File: src/rtl/mdio_pkg.sv
package mdio_pkg;
  localparam int ADDR_W     = 4;
  localparam int WORD_W     = 32;
  localparam int DATA_W     = 16;
  localparam int PADDR_W    = 5;
  localparam int FRAME_BITS = 64;
  localparam int PREAMBLE   = 32;
  localparam int TA_FIRST   = 46;                 // index of first turnaround bit
  localparam int TA_SECOND  = TA_FIRST + 1;
  localparam int DATA_FIRST = TA_FIRST + 2;
  localparam int CNT_W      = $clog2(FRAME_BITS + 1);

  localparam logic [ADDR_W-1:0] OFF_STATUS = 4'h0;
  localparam logic [ADDR_W-1:0] OFF_CMD    = 4'h8;
  localparam logic [ADDR_W-1:0] OFF_RESULT = 4'hC;

  localparam int BIT_VALID  = 31;
  localparam int BIT_READ   = 2;
  localparam int BIT_QUEUED = 2;
  localparam int BIT_FLIGHT = 3;

  typedef struct packed {
    logic                rd;
    logic [PADDR_W-1:0]  phy;
    logic [PADDR_W-1:0]  regad;
    logic [DATA_W-1:0]   wdata;
  } mgmt_cmd_t;

  typedef struct packed {
    logic                ta_err;
    logic [DATA_W-1:0]   value;
  } mgmt_res_t;
endpackage

File: src/rtl/mdio_clkdiv.sv
module mdio_clkdiv #(
  parameter int HALF = 4
) (
  input  logic clk,
  input  logic rst,
  output logic mdc,
  output logic rise_tick,
  output logic fall_tick
);
  localparam int CW = (HALF > 1) ? $clog2(HALF) : 1;
  localparam logic [CW-1:0] LAST = CW'(HALF - 1);

  logic [CW-1:0] cnt;

  always_ff @(posedge clk) begin
    if (rst) begin
      cnt       <= '0;
      mdc       <= 1'b0;
      rise_tick <= 1'b0;
      fall_tick <= 1'b0;
    end else begin
      rise_tick <= 1'b0;
      fall_tick <= 1'b0;
      if (cnt == LAST) begin
        cnt       <= '0;
        mdc       <= ~mdc;
        rise_tick <= ~mdc;
        fall_tick <= mdc;
      end else begin
        cnt <= cnt + 1'b1;
      end
    end
  end

  AST_RISE_HIGH: assert property (@(posedge clk) disable iff (rst) rise_tick |-> mdc);
  AST_FALL_LOW:  assert property (@(posedge clk) disable iff (rst) fall_tick |-> !mdc);
endmodule

File: src/rtl/mdio_regs.sv
module mdio_regs
  import mdio_pkg::*;
(
  input  logic              clk,
  input  logic              rst,
  input  logic              reg_wr,
  input  logic              reg_rd,
  input  logic [ADDR_W-1:0] reg_addr,
  input  logic [WORD_W-1:0] reg_wdata,
  output logic [WORD_W-1:0] reg_rdata,
  input  logic              take,
  input  logic              busy,
  input  logic              res_valid,
  input  mgmt_res_t         res,
  output logic              pending,
  output mgmt_cmd_t         cmd_q
);
  mgmt_res_t res_q;
  logic      accept;

  assign accept = reg_wr && (reg_addr == OFF_CMD) && reg_wdata[BIT_VALID] && !pending;

  always_ff @(posedge clk) begin
    if (rst) begin
      pending   <= 1'b0;
      cmd_q     <= '0;
      res_q     <= '0;
      reg_rdata <= '0;
    end else begin
      if (take) pending <= 1'b0;
      if (accept) begin
        pending     <= 1'b1;
        cmd_q.rd    <= reg_wdata[BIT_READ];
        cmd_q.phy   <= reg_wdata[29:25];
        cmd_q.regad <= reg_wdata[24:20];
        cmd_q.wdata <= reg_wdata[19:4];
      end
      if (res_valid) res_q <= res;
      if (reg_rd) begin
        unique case (reg_addr)
          OFF_STATUS: begin
            reg_rdata             <= '0;
            reg_rdata[BIT_QUEUED] <= pending;
            reg_rdata[BIT_FLIGHT] <= busy;
          end
          OFF_RESULT: reg_rdata <= {{(WORD_W-DATA_W-1){1'b0}}, res_q};
          default:    reg_rdata <= '0;
        endcase
      end
    end
  end

  AST_TAKE_CLEARS: assert property (@(posedge clk) disable iff (rst) take |=> !pending);
  AST_QUEUE_HELD:  assert property (@(posedge clk) disable iff (rst)
                     (pending && !take) |=> (pending && $stable(cmd_q)));
endmodule

File: src/rtl/mdio_engine.sv
module mdio_engine
  import mdio_pkg::*;
(
  input  logic       clk,
  input  logic       rst,
  input  logic       pending,
  input  mgmt_cmd_t  cmd_q,
  input  logic       rise_tick,
  input  logic       fall_tick,
  input  logic       mdio_in,
  output logic       take,
  output logic       busy,
  output logic       mdio_out,
  output logic       mdio_oe,
  output logic       res_valid,
  output mgmt_res_t  res
);
  logic [FRAME_BITS-1:0] frame;
  logic [CNT_W-1:0]      bits_out;
  logic                  op_rd;
  logic [DATA_W-1:0]     rx;
  logic                  err;

  assign take = pending && !busy;
  assign res  = '{ta_err: err, value: rx};

  always_ff @(posedge clk) begin
    if (rst) begin
      busy      <= 1'b0;
      frame     <= '0;
      bits_out  <= '0;
      op_rd     <= 1'b0;
      rx        <= '0;
      err       <= 1'b0;
      mdio_out  <= 1'b1;
      mdio_oe   <= 1'b0;
      res_valid <= 1'b0;
    end else begin
      res_valid <= 1'b0;
      if (take) begin
        busy     <= 1'b1;
        bits_out <= '0;
        op_rd    <= cmd_q.rd;
        err      <= 1'b0;
        frame    <= {{PREAMBLE{1'b1}}, 2'b01,
                     (cmd_q.rd ? 2'b10 : 2'b01),
                     cmd_q.phy, cmd_q.regad,
                     (cmd_q.rd ? 2'b11 : 2'b10),
                     (cmd_q.rd ? {DATA_W{1'b1}} : cmd_q.wdata)};
      end else if (busy && fall_tick && (bits_out < CNT_W'(FRAME_BITS))) begin
        mdio_out <= frame[FRAME_BITS-1];
        frame    <= {frame[FRAME_BITS-2:0], 1'b0};
        bits_out <= bits_out + 1'b1;
        mdio_oe  <= !(op_rd && (bits_out >= CNT_W'(TA_FIRST)));
      end else if (busy && rise_tick && (bits_out != '0)) begin
        if (op_rd && (bits_out == CNT_W'(TA_SECOND + 1)) && mdio_in) err <= 1'b1;
        if (bits_out > CNT_W'(DATA_FIRST)) rx <= {rx[DATA_W-2:0], mdio_in};
        if (bits_out == CNT_W'(FRAME_BITS)) begin
          busy      <= 1'b0;
          mdio_oe   <= 1'b0;
          res_valid <= op_rd;
        end
      end
    end
  end

  AST_IDLE_RELEASED: assert property (@(posedge clk) disable iff (rst) !busy |-> !mdio_oe);
  AST_READ_RELEASE:  assert property (@(posedge clk) disable iff (rst)
                       (busy && op_rd && (bits_out > CNT_W'(TA_FIRST))) |-> !mdio_oe);
  AST_OUT_ON_FALL:   assert property (@(posedge clk) disable iff (rst)
                       !fall_tick |=> $stable(mdio_out));
endmodule

File: src/rtl/mdio_master.sv
module mdio_master
  import mdio_pkg::*;
#(
  parameter int MDC_HALF = 4
) (
  input  logic              clk,
  input  logic              rst,
  input  logic              reg_wr,
  input  logic              reg_rd,
  input  logic [ADDR_W-1:0] reg_addr,
  input  logic [WORD_W-1:0] reg_wdata,
  output logic [WORD_W-1:0] reg_rdata,
  output logic              mdc,
  output logic              mdio_out,
  output logic              mdio_oe,
  input  logic              mdio_in
);
  logic      rise_tick, fall_tick;
  logic      take, busy, pending, res_valid;
  mgmt_cmd_t cmd_q;
  mgmt_res_t res;

  mdio_clkdiv #(.HALF(MDC_HALF)) u_div (
    .clk(clk), .rst(rst), .mdc(mdc), .rise_tick(rise_tick), .fall_tick(fall_tick)
  );

  mdio_regs u_regs (
    .clk(clk), .rst(rst), .reg_wr(reg_wr), .reg_rd(reg_rd), .reg_addr(reg_addr),
    .reg_wdata(reg_wdata), .reg_rdata(reg_rdata), .take(take), .busy(busy),
    .res_valid(res_valid), .res(res), .pending(pending), .cmd_q(cmd_q)
  );

  mdio_engine u_eng (
    .clk(clk), .rst(rst), .pending(pending), .cmd_q(cmd_q), .rise_tick(rise_tick),
    .fall_tick(fall_tick), .mdio_in(mdio_in), .take(take), .busy(busy),
    .mdio_out(mdio_out), .mdio_oe(mdio_oe), .res_valid(res_valid), .res(res)
  );
endmodule

File: config.mk
export PLATFORM = sky130hd
export DESIGN_NAME = mdio_master
export DESIGN_NICKNAME = d
export VERILOG_FILES = /design/src/rtl/mdio_pkg.sv /design/src/rtl/mdio_clkdiv.sv /design/src/rtl/mdio_regs.sv /design/src/rtl/mdio_engine.sv /design/src/rtl/mdio_master.sv
export SDC_FILE = /design/constraint.sdc
export NUM_CORES = 1
export LEC_CHECK = 0
export ABC_AREA = 0
export BUFFER_PORTS_ARGS = -buffer_cell sky130_fd_sc_hd__buf_2
export CAP_MARGIN = 10
export CORE_AREA = 3 3 110 112
export CTS_CLUSTER_DIAMETER = 80
export DETAILED_ROUTE_END_ITERATION = 8
export DIE_AREA = 0 0 113 115
export PLACE_DENSITY = 0.77
export SKIP_CTS_REPAIR_TIMING = 1
export SLEW_MARGIN = 20
export SYNTH_ARGS = -nofsm -noshare
export SYNTH_HDL_FRONTEND = slang
export SYNTH_SLANG_ARGS = --single-unit
File: constraint.sdc
create_clock -name clk -period 2.11 [get_ports clk]
set_input_delay 0.5275 -clock clk [delete_from_list [all_inputs] [get_ports clk]]
set_output_delay 0.5275 -clock clk [all_outputs]
set_load 0.005 [all_outputs]
# [Word level (Yosys, flattened, before mapping)]
# Cells that the tools add are included.
# W data, S select, Z words.
[op_classes] addsub=2 n_lt_le_gt_ge=3 n_eq_ne=6 mux=13 n_bitwise=6 reduce_logical=31
[op_table] cell="$mux W64" n=2
[op_table] cell="$pmux W17 S2" n=1
[op_table] cell="$mux W16" n=1
[op_table] cell="$reduce_bool A2 Y1" n=6
[op_table] cell="$logic_and A1 B1 Y1" n=11
[op_table] cell="$reduce_and A3 Y1" n=3
[op_table] cell="$eq A4 B4 Y1 const B" n=2
[op_table] cell="$mux W1" n=8
[op_table] cell="$add A7 B1 Y7 const B" n=1
[op_table] cell="$eq A7 B6 Y1 const B" n=1
[op_table] cell="$eq A7 B7 Y1 const B" n=1
[op_table] cell="$ge A7 B6 Y1 const B" n=1
[op_table] cell="$gt A7 B6 Y1 const B" n=1
[op_table] cell="$lt A7 B7 Y1 const B" n=1
[op_table] cell="$reduce_bool A7 Y1" n=1
[op_table] cell="$not A1 Y1" n=6
[op_table] cell="$reduce_or A2 Y1" n=3
[op_table] cell="$reduce_or A5 Y1" n=1
[op_table] cell="$logic_not A4 Y1" n=1
[op_table] cell="$reduce_and A4 Y1" n=1
[op_table] cell="$logic_not A1 Y1" n=3
[op_table] cell="$add A2 B1 Y2 const B" n=1
[op_table] cell="$eq A2 B2 Y1 const B" n=1
[op_table] cell="$mux W2" n=1
[op_table] cell="other kinds (2)" n=2
[totals] regBits=175 out_inout_bits=35 word_cells=83

# [Logic depth before layout (Yosys ltp)]
# Gate-level depths: netlist (run 1).
[depth] word_depth=5 mapped_depth=8

# [Modules after synthesis]
# Synthesis (run 1) repeated with hierarchy kept, for this count alone.
[hier_totals] hier_cells=679 hier_area_um2=6399.9
[by_module_without_submodules] module="mdio_engine" instances=1 cells_each=429 area_each_um2=3681.0
[by_module_without_submodules] module="mdio_regs" instances=1 cells_each=238 area_each_um2=2563.7
[by_module_without_submodules] module="mdio_clkdiv" instances=1 cells_each=12 area_each_um2=155.1

# [Worst setup path after synthesis (run 1)]
# Ideal clock, no wire load.
[synth_timing] kind="in2reg" start="in reg_addr[1]" end="reg, netlist name u_regs.cmd_q[0]" setup_time_ns=0.128 arrival_time_ns=1.533 t_required_ns=1.982 slack_ns=0.449 path_stages=6 path_cell_list="or2_2 nor3_2 buf_6 buf_8 mux2i_1 nor2_1"
[synth_between] elab_chain_cells=4
[synth_rtl] element="start, declared" line="mdio_master.sv:10" text="input logic [ADDR_W-1:0] reg_addr,"
[synth_rtl] element="$eq A4 B4 Y1" line="mdio_regs.sv:21" text="assign accept = reg_wr && (reg_addr == OFF_CMD) && reg_wdata[BIT_VALID] && !pending;"
[synth_rtl] element="$logic_and A1 B1 Y1 (3 in a row)" line="mdio_regs.sv:21"
# Every way passes these cells.
# A chain may end at the register's enable or synchronous reset.

# [Worst setup path after layout (run 1)]
[layout_timing] start="reg u_eng.bits_out[1]" end="reg u_eng.rx[2]"
[layout_between] elab_chain_cells=4
[layout_rtl] element="start, declared" line="mdio_engine.sv:19" text="logic [CNT_W-1:0] bits_out;"
[layout_rtl] element="start signal, assigned" line="mdio_engine.sv:53" text="bits_out <= bits_out + 1'b1;"
[layout_rtl] element="$lt A7 B7 Y1" line="mdio_engine.sv:50" text="end else if (busy && fall_tick && (bits_out < CNT_W'(FRAME_BITS))) begin"
[layout_rtl] element="$logic_and A1 B1 Y1" line="mdio_engine.sv:50"
[layout_rtl] element="$not A1 Y1 (no source line)"
[layout_rtl] element="$reduce_and A4 Y1 (no source line) (*)"
[layout_rtl] element="end signal, assigned" line="mdio_engine.sv:57" text="if (bits_out > CNT_W'(DATA_FIRST)) rx <= {rx[DATA_W-2:0], mdio_in};"
[layout_rtl] element="end, declared" line="mdio_engine.sv:21" text="logic [DATA_W-1:0] rx;"
# Every way passes the cells marked *; elsewhere a longest branch is shown, timed or not.

==> results of run 1 <==
## routing by layer
| metal | up-vias | track usage, % | share of wire, % |
|---|---|---|---|
| met5 | - | 0 | 0 |
| met4 | 0 | 8.09 | 1.2 |
| met3 | 13 | 5.26 | 4.3 |
| met2 | 105 | 32.4 | 49 |
| met1 | 2244 | 23.4 | 45 |
| li1 | 2392 | - | - |
## worst paths after layout
path	to	depth (start not counted)	start
worst max-delay path	u_eng.rx[2]$_SDFFE_PP0P_	7	u_eng.bits_out[1]$_SDFFE_PP0N_
worst min-delay path	u_regs.cmd_q[7]$_SDFFE_PP0P_	3	reg_wdata[11]
worst max register to register	u_eng.rx[2]$_SDFFE_PP0P_	7	u_eng.bits_out[1]$_SDFFE_PP0N_
worst min register to register	u_div.cnt[0]$_SDFF_PP0_	1	u_div.cnt[0]$_SDFF_PP0_
## layout by cell type, fill, tap and decap left out, types with 3 or more instances in the layout
cell / n
dfxtp_1: 160
nor2_1: 109
nor3_1: 90
nand2_1: 60
mux2i_1: 60
buf_2: 55
a21oi_1: 32
a311oi_1: 17
clkbuf_16: 17
nor2b_1: 15
conb_1: 15
buf_4: 12
or2b_1: 11
nand2b_1: 10
a22oi_1: 9
buf_12: 5
xor2_1: 4
bufinv_16: 4
nand3b_1: 3
nor3b_1: 3
and3_1: 3
a31oi_1: 3
ha_1: 3
clkbuf_8: 3
clkinv_2: 3
## sequential cells by signal (all words and copies together) (netlist names)
signal            count
u_eng.err             1
u_regs.reg_rdata     17
u_eng.bits_out        7
u_div.rise_tick       1
u_regs.cmd_q         27
u_div.cnt             2
u_eng.mdio_out        1
u_eng.frame          64
u_eng.busy            1
u_regs.res_q         17
u_eng.op_rd           1
u_eng.rx             16
u_eng.res_valid       1
u_div.mdc             1
u_eng.mdio_oe         1
u_regs.pending        1
u_div.fall_tick       1
## power by group
| group | internal (W) | switching, W |
|---|---|---|
| Clock | 0.00206 | 0.00117 |
| Combinational | 0.0000724 | 0.000104 |
| Sequential | 0.00305 | 0.0000165 |
## cell type report
cell class              instances  area, µm²  area share (%)
inverters                       2       7.51           0.104
repair buffers                 72        465            6.46
flip-flops and latches        160       3200            44.4
clock buffers                  21        470            6.53
well taps                     143        179            2.48
multi-input cells             472       2720            37.8
clock inverters                10        159            2.20
## worst max-delay path, stage by stage (launching register included)
cell and delay, ns:
dfxtp_1 0.41, inv_1 0.08, ha_1 0.18, nor3b_1 0.15, o21ai_2 0.16, o2111a_1 0.20
buf_4 0.25, mux2i_1 0.23
## logic make-up after synthesis
logic type               count (synthesis)
AND/OR/NAND/NOR                        319
buffers and inverters                   72
AO/OA/AOI/OAI                           70
adder cells (fa/ha/maj)                  3
XOR/XNOR                                 5
flip-flops                             160
other                                    1
multiplexers                            60
## stage by stage
stage | hold slack [ns] | power, W | utilization [%] | worst slack [ns]
3_3_place_gp | 0.413 | 0.00330 | 58.1 | 0.319
4_1_cts | 0.322 | 0.00653 | 63.7 | 0.345
3_5_place_dp | 0.424 | 0.00331 | 58.1 | 0.292
6_report | 0.341 | 0.00647 | 63.7 | 0.365
5_1_grt | 0.335 | 0.00667 | 63.7 | 0.230
2_1_floorplan | 0.404 | 0.00326 | - | 0.449
==> impl_metrics.json, run 1 <==
{
  "first_global_vias": 4560,
  "detailed_place.area_mm2": 0.00658,
  "result_of_the_run": "finished clean",
  "avgViaCountPerCell": 5.40,
  "cts_max_level": 4,
  "ys.warnings.count": 0,
  "synth_top_cells_by_area": "dfxtp_1 51%, mux2i_1 9.5%, nor3_1 7.2%, nor2_1 6.5%, nand2_1 3.6%",
  "synth.lib_cells_used.distinct": 46,
  "grt_max_degree": 59,
  "antennaDiodeCount": 0,
  "initial_detailed_routing_violation_count": 363,
  "fp.coreArea_mm2": 0.0113,
  "globalRouteOverflowTotal": 0,
  "yosys-mux-area-fraction_pct": 9.54,
  "vdd_drop_max_mv": 0.591,
  "tritoncts": "yes",
  "synth_xor_area_share_pct": 0.696,
  "non_filler_cells_final": 880,
  "cell_accounting_for_the_most_synthesized_area": "dfxtp_1",
  "numPortBuffers": 56,
  "global_route_usage_sum_pct": 19.3,
  "asyncSetResetFlopFracSynth_pct": 0,
  "placementRows": 39,
  "main_combinational_cell_family_by_area_after_synthesis": "simple AND/OR/NAND/NOR gates",
  "start_kind": "flop",
  "initial_core_util_pct": 55.6,
  "worstHoldPathType": "input pin to flop",
  "detailed_place_hpwl_um": 7560,
  "wire_length_of_the_first_global_routing_pass_um": 20400,
  "power_leakage_nw": 2.81,
  "slew_headroom_pct": 52.9,
  "synth_commonest_cells": "160 x dfxtp_1, 109 x nor2_1, 90 x nor3_1",
  "route.final.wire_length_um": 12000,
  "timing.final.crit_period_ns": 1.75,
  "cellPowerDensity_mw_per_mm2": 898,
  "maximum_clock_insertion_buffer_count": 2,
  "setup_viol": 0,
  "route.antenna.remaining_nets": 0,
  "cts.root.buffer_cell": "clkbuf_16",
  "cts_buffers": 17,
  "cts_sinks": 160,
  "finalWeightedCongestion": 0.740,
  "syn-mean-instance-area_um2": 9.12,
  "route.vias.total": 4754,
  "grt_antenna_before_repair": 0,
  "num-fill-cells": 922,
  "crit_arrival_ns": 2.09,
  "design.final.nets": 769,
  "finish.instance_area_mm2": 0.00721,
  "maximum_clock_rate_mhz": 573,
  "ys_dominant_reg_cell": "dfxtp_1",
  "die_height_um": 115,
  "yosysTopAreaCellShare_pct": 50.9,
  "synth-seq-area-share_pct": 50.9,
  "yosys.area_share.simple_pct": 24.0,
  "timing_max_transition_violations_final": 0,
  "syn-cell-area_mm2": 0.00629,
  "synth.most_common_cell": "dfxtp_1",
  "synthCells": 690,
  "critPathRequiredTime_ns": 2.45,
  "syn_to_final_growth_pct": 14.5,
  "drt_first_pass_iters": 5,
  "clock_skew_ns": 0.00846,
  "synth_adder_area_share_pct": 0.596,
  "rsz_0062_raised_after_global_routing": "no",
  "setup-tns-final_ns": 0,
  "layout_worst_path_cycle_share_pct": 82.7,
  "end_kind": "flop",
  "synth_enable_flop_cells": 0,
  "kind_of_critical_path": "flop to flop",
  "ff2ff_setup_slack_ns": 0.36,
  "dieArea_mm2": 0.0130,
  "clkTransAtPathRegs_ns": 0.06,
  "insertion_delay_ns": 0.42,
  "timing.max_cap.violations": 0,
  "dp.cells": 849,
  "top_level_ports": 76,
  "wl_per_cell_um": 13.7,
  "report.final.hold_viol_count": 0,
  "worst_pin_slew_ns": 0.706,
  "area_fraction_in_compound_gates_after_synthesis_pct": 7.48,
  "die_w_um": 113,
  "timing.critical_path.fanout_max": 14,
  "route.detailed.drc": 0,
  "ys_seq_elements": 160,
  "final_layout_size_suffix_gt1_share_pct": 14.7
}
(Power assumes the default switching activity.)
==> run 2, diff against run 1 <==
--- a/config.mk
+++ b/config.mk
@@ -8,11 +8,11 @@
 export ABC_AREA = 0
 export BUFFER_PORTS_ARGS = -buffer_cell sky130_fd_sc_hd__buf_2
 export CAP_MARGIN = 10
-export CORE_AREA = 3 3 110 112
+export CORE_AREA = 3 3 115 117
 export CTS_CLUSTER_DIAMETER = 80
 export DETAILED_ROUTE_END_ITERATION = 8
-export DIE_AREA = 0 0 113 115
-export PLACE_DENSITY = 0.77
+export DIE_AREA = 0 0 118 120
+export PLACE_DENSITY = 0.74
 export SKIP_CTS_REPAIR_TIMING = 1
 export SLEW_MARGIN = 20
 export SYNTH_ARGS = -nofsm -noshare
==> constraint.sdc (replaced) <==
create_clock -name clk -period 1.6 [get_ports clk]
set_input_delay 0.4 -clock clk [delete_from_list [all_inputs] [get_ports clk]]
set_output_delay 0.4 -clock clk [all_outputs]
set_load 0.005 [all_outputs]
==> impl_metrics.json, run 2 (synthesized netlist as in run 1, its figures left out) <==
{
  "result_of_the_run": "finished clean",
  "final_critical_path_setup_slack_ns": 0.0577,
  "route.final.wire_length_um": 12400,
  "fp.coreArea_mm2": 0.0125,
  "maximum_clock_rate_mhz": 648,
  "syn_to_final_growth_pct": 16.9,
  "grt_max_degree": 59,
  "maximum_clock_insertion_buffer_count": 2,
  "cts_buffers": 17,
  "wire_length_of_the_first_global_routing_pass_um": 20900,
  "layout_common_cells": "158 x dfxtp_1, 109 x nor2_1, 90 x nor3_1, 60 x nand2_1, 60 x mux2i_1",
  "sequentialPowerShare_pct": 49.2,
  "cts.root.buffer_cell": "clkbuf_16",
  "cellPowerDensity_mw_per_mm2": 1120,
  "switching_power_share_of_the_total_pct": 20.9,
  "timing.max_cap.violations": 0,
  "clkTransAtPathRegs_ns": 0.06,
  "detailed_place.area_mm2": 0.00672,
  "layout.cells.most_common": "dfxtp_1",
  "placementRows": 41,
  "die_w_um": 118,
  "num-fill-cells": 1065,
  "grt_antenna_before_repair": 0,
  "timing.final.crit_period_ns": 1.54,
  "route.vias.total": 4814,
  "setup_viol": 0,
  "initial_core_util_pct": 50.5,
  "initial_detailed_routing_violation_count": 436,
  "tritoncts": "yes",
  "worst_hold_slack_ns": 0.213,
  "report.power.total_w": 0.00822,
  "design.final.nets": 779,
  "worstHoldPathType": "input pin to flop",
  "kind_of_critical_path": "flop to flop",
  "dieArea_mm2": 0.0142,
  "global_route_usage_sum_pct": 17.7,
  "route.antenna.remaining_nets": 0,
  "final_layout_size_suffix_gt1_share_pct": 16.7,
  "start_kind": "flop",
  "clock_skew_ns": 0.00550,
  "p_comb_share_pct": 3.1,
  "wl_per_cell_um": 13.5,
  "antennaDiodeCount": 0,
  "avgViaCountPerCell": 5.23,
  "numPortBuffers": 56,
  "p_sw_w": 0.00172,
  "finish.instance_area_mm2": 0.00736,
  "die_height_um": 120,
  "clockPowerShare_pct": 47.8,
  "p_int_w": 0.00650,
  "dpl_worst_slack_ns": -0.114,
  "end_kind": "flop",
  "report.final.hold_viol_count": 0,
  "cts_max_level": 4,
  "drt_first_pass_iters": 4,
  "critPathRequiredTime_ns": 1.95,
  "vdd_drop_max_mv": 0.627,
  "worst_pin_slew_ns": 0.738,
  "timing.critical_path.fanout_max": 7,
  "route.detailed.drc": 0,
  "globalRouteOverflowTotal": 0,
  "cts_sinks": 160,
  "timing_max_transition_violations_final": 0,
  "first_global_vias": 4629,
  "detailed_place_hpwl_um": 7710,
  "registers.top_by_ff_count": "u_eng.frame",
  "power_leakage_nw": 2.86,
  "slew_headroom_pct": 50.7,
  "crit_arrival_ns": 1.89,
  "top_level_ports": 76,
  "insertion_delay_ns": 0.42,
  "largest_registers": "u_eng.frame: 64 flops, u_regs.cmd_q: 27 flops",
  "largest_reg_flops": 64,
  "finalWeightedCongestion": 0.743,
  "layout_worst_path_cycle_share_pct": 96.4
}
run 2: metrics by stage:
step                      setup TNS, ns  cells  util, %
final                                 0    920     59.0
after global routing            -0.0432    920     59.0
after CTS                             0    917     58.5
after detailed placement          -3.58    885     53.9
after global placement            -2.22    885     53.9
after floorplan                       0    704        -
run 2: power by group through the flow:
stage | Combinational [W] | Clock [W] | Sequential [W]
after detailed placement | 0.000249 | 0 | 0.00413
after global placement | 0.000238 | 0 | 0.00413
after CTS | 0.000251 | 0.00400 | 0.00404
after global routing | 0.000278 | 0.00417 | 0.00404
after floorplan | 0.000177 | 0 | 0.00412
final | 0.000251 | 0.00393 | 0.00404
run 2: worst paths after layout:
| kind | from | end | slack, ns | cells after the start |
|---|---|---|---|---|
| worst min-delay path | reg_wdata[29] | u_regs.cmd_q[25]$_SDFFE_PP0P_ | 0.21 | 3 |
| worst max register to register | u_eng.bits_out[1]$_SDFFE_PP0N_ | u_eng.rx[5]$_SDFFE_PP0P_ | 0.06 | 7 |
| worst min register to register | u_div.cnt[0]$_SDFF_PP0_ | u_div.cnt[0]$_SDFF_PP0_ | 0.44 | 1 |
| worst max-delay path | u_eng.bits_out[1]$_SDFFE_PP0N_ | u_eng.rx[5]$_SDFFE_PP0P_ | 0.06 | 7 |
run 2: per-layer routing:
layer | GRT usage [%] | up-vias | wire (µm) | share of wire, %
li1 | - | 2425 | - | -
met5 | 0 | - | 0 | 0
met2 | 30.0 | 91 | 6110 | 49
met1 | 22.0 | 2280 | 5690 | 46
met4 | 7.18 | 0 | 171 | 1.4
met3 | 4.01 | 18 | 408 | 3.3
run 2: area by class of cell:
type	count	area, µm²	share of cell area [%]
repair buffers	82	608	8.26
flip-flops and latches	160	3210	43.6
well taps	172	215	2.92
multi-input cells	472	2750	37.3
clock buffers	22	464	6.31
clock inverters	10	110	1.50
inverters	2	7.51	0.102
run 2: worst max-delay path: stages, from the launching register on:
cell and delay, ns:
dfxtp_2 0.34, inv_2 0.03, ha_2 0.16, nor3b_4 0.14, o21ai_2 0.17, o2111a_2 0.28
clkbuf_16 0.18, mux2i_1 0.17
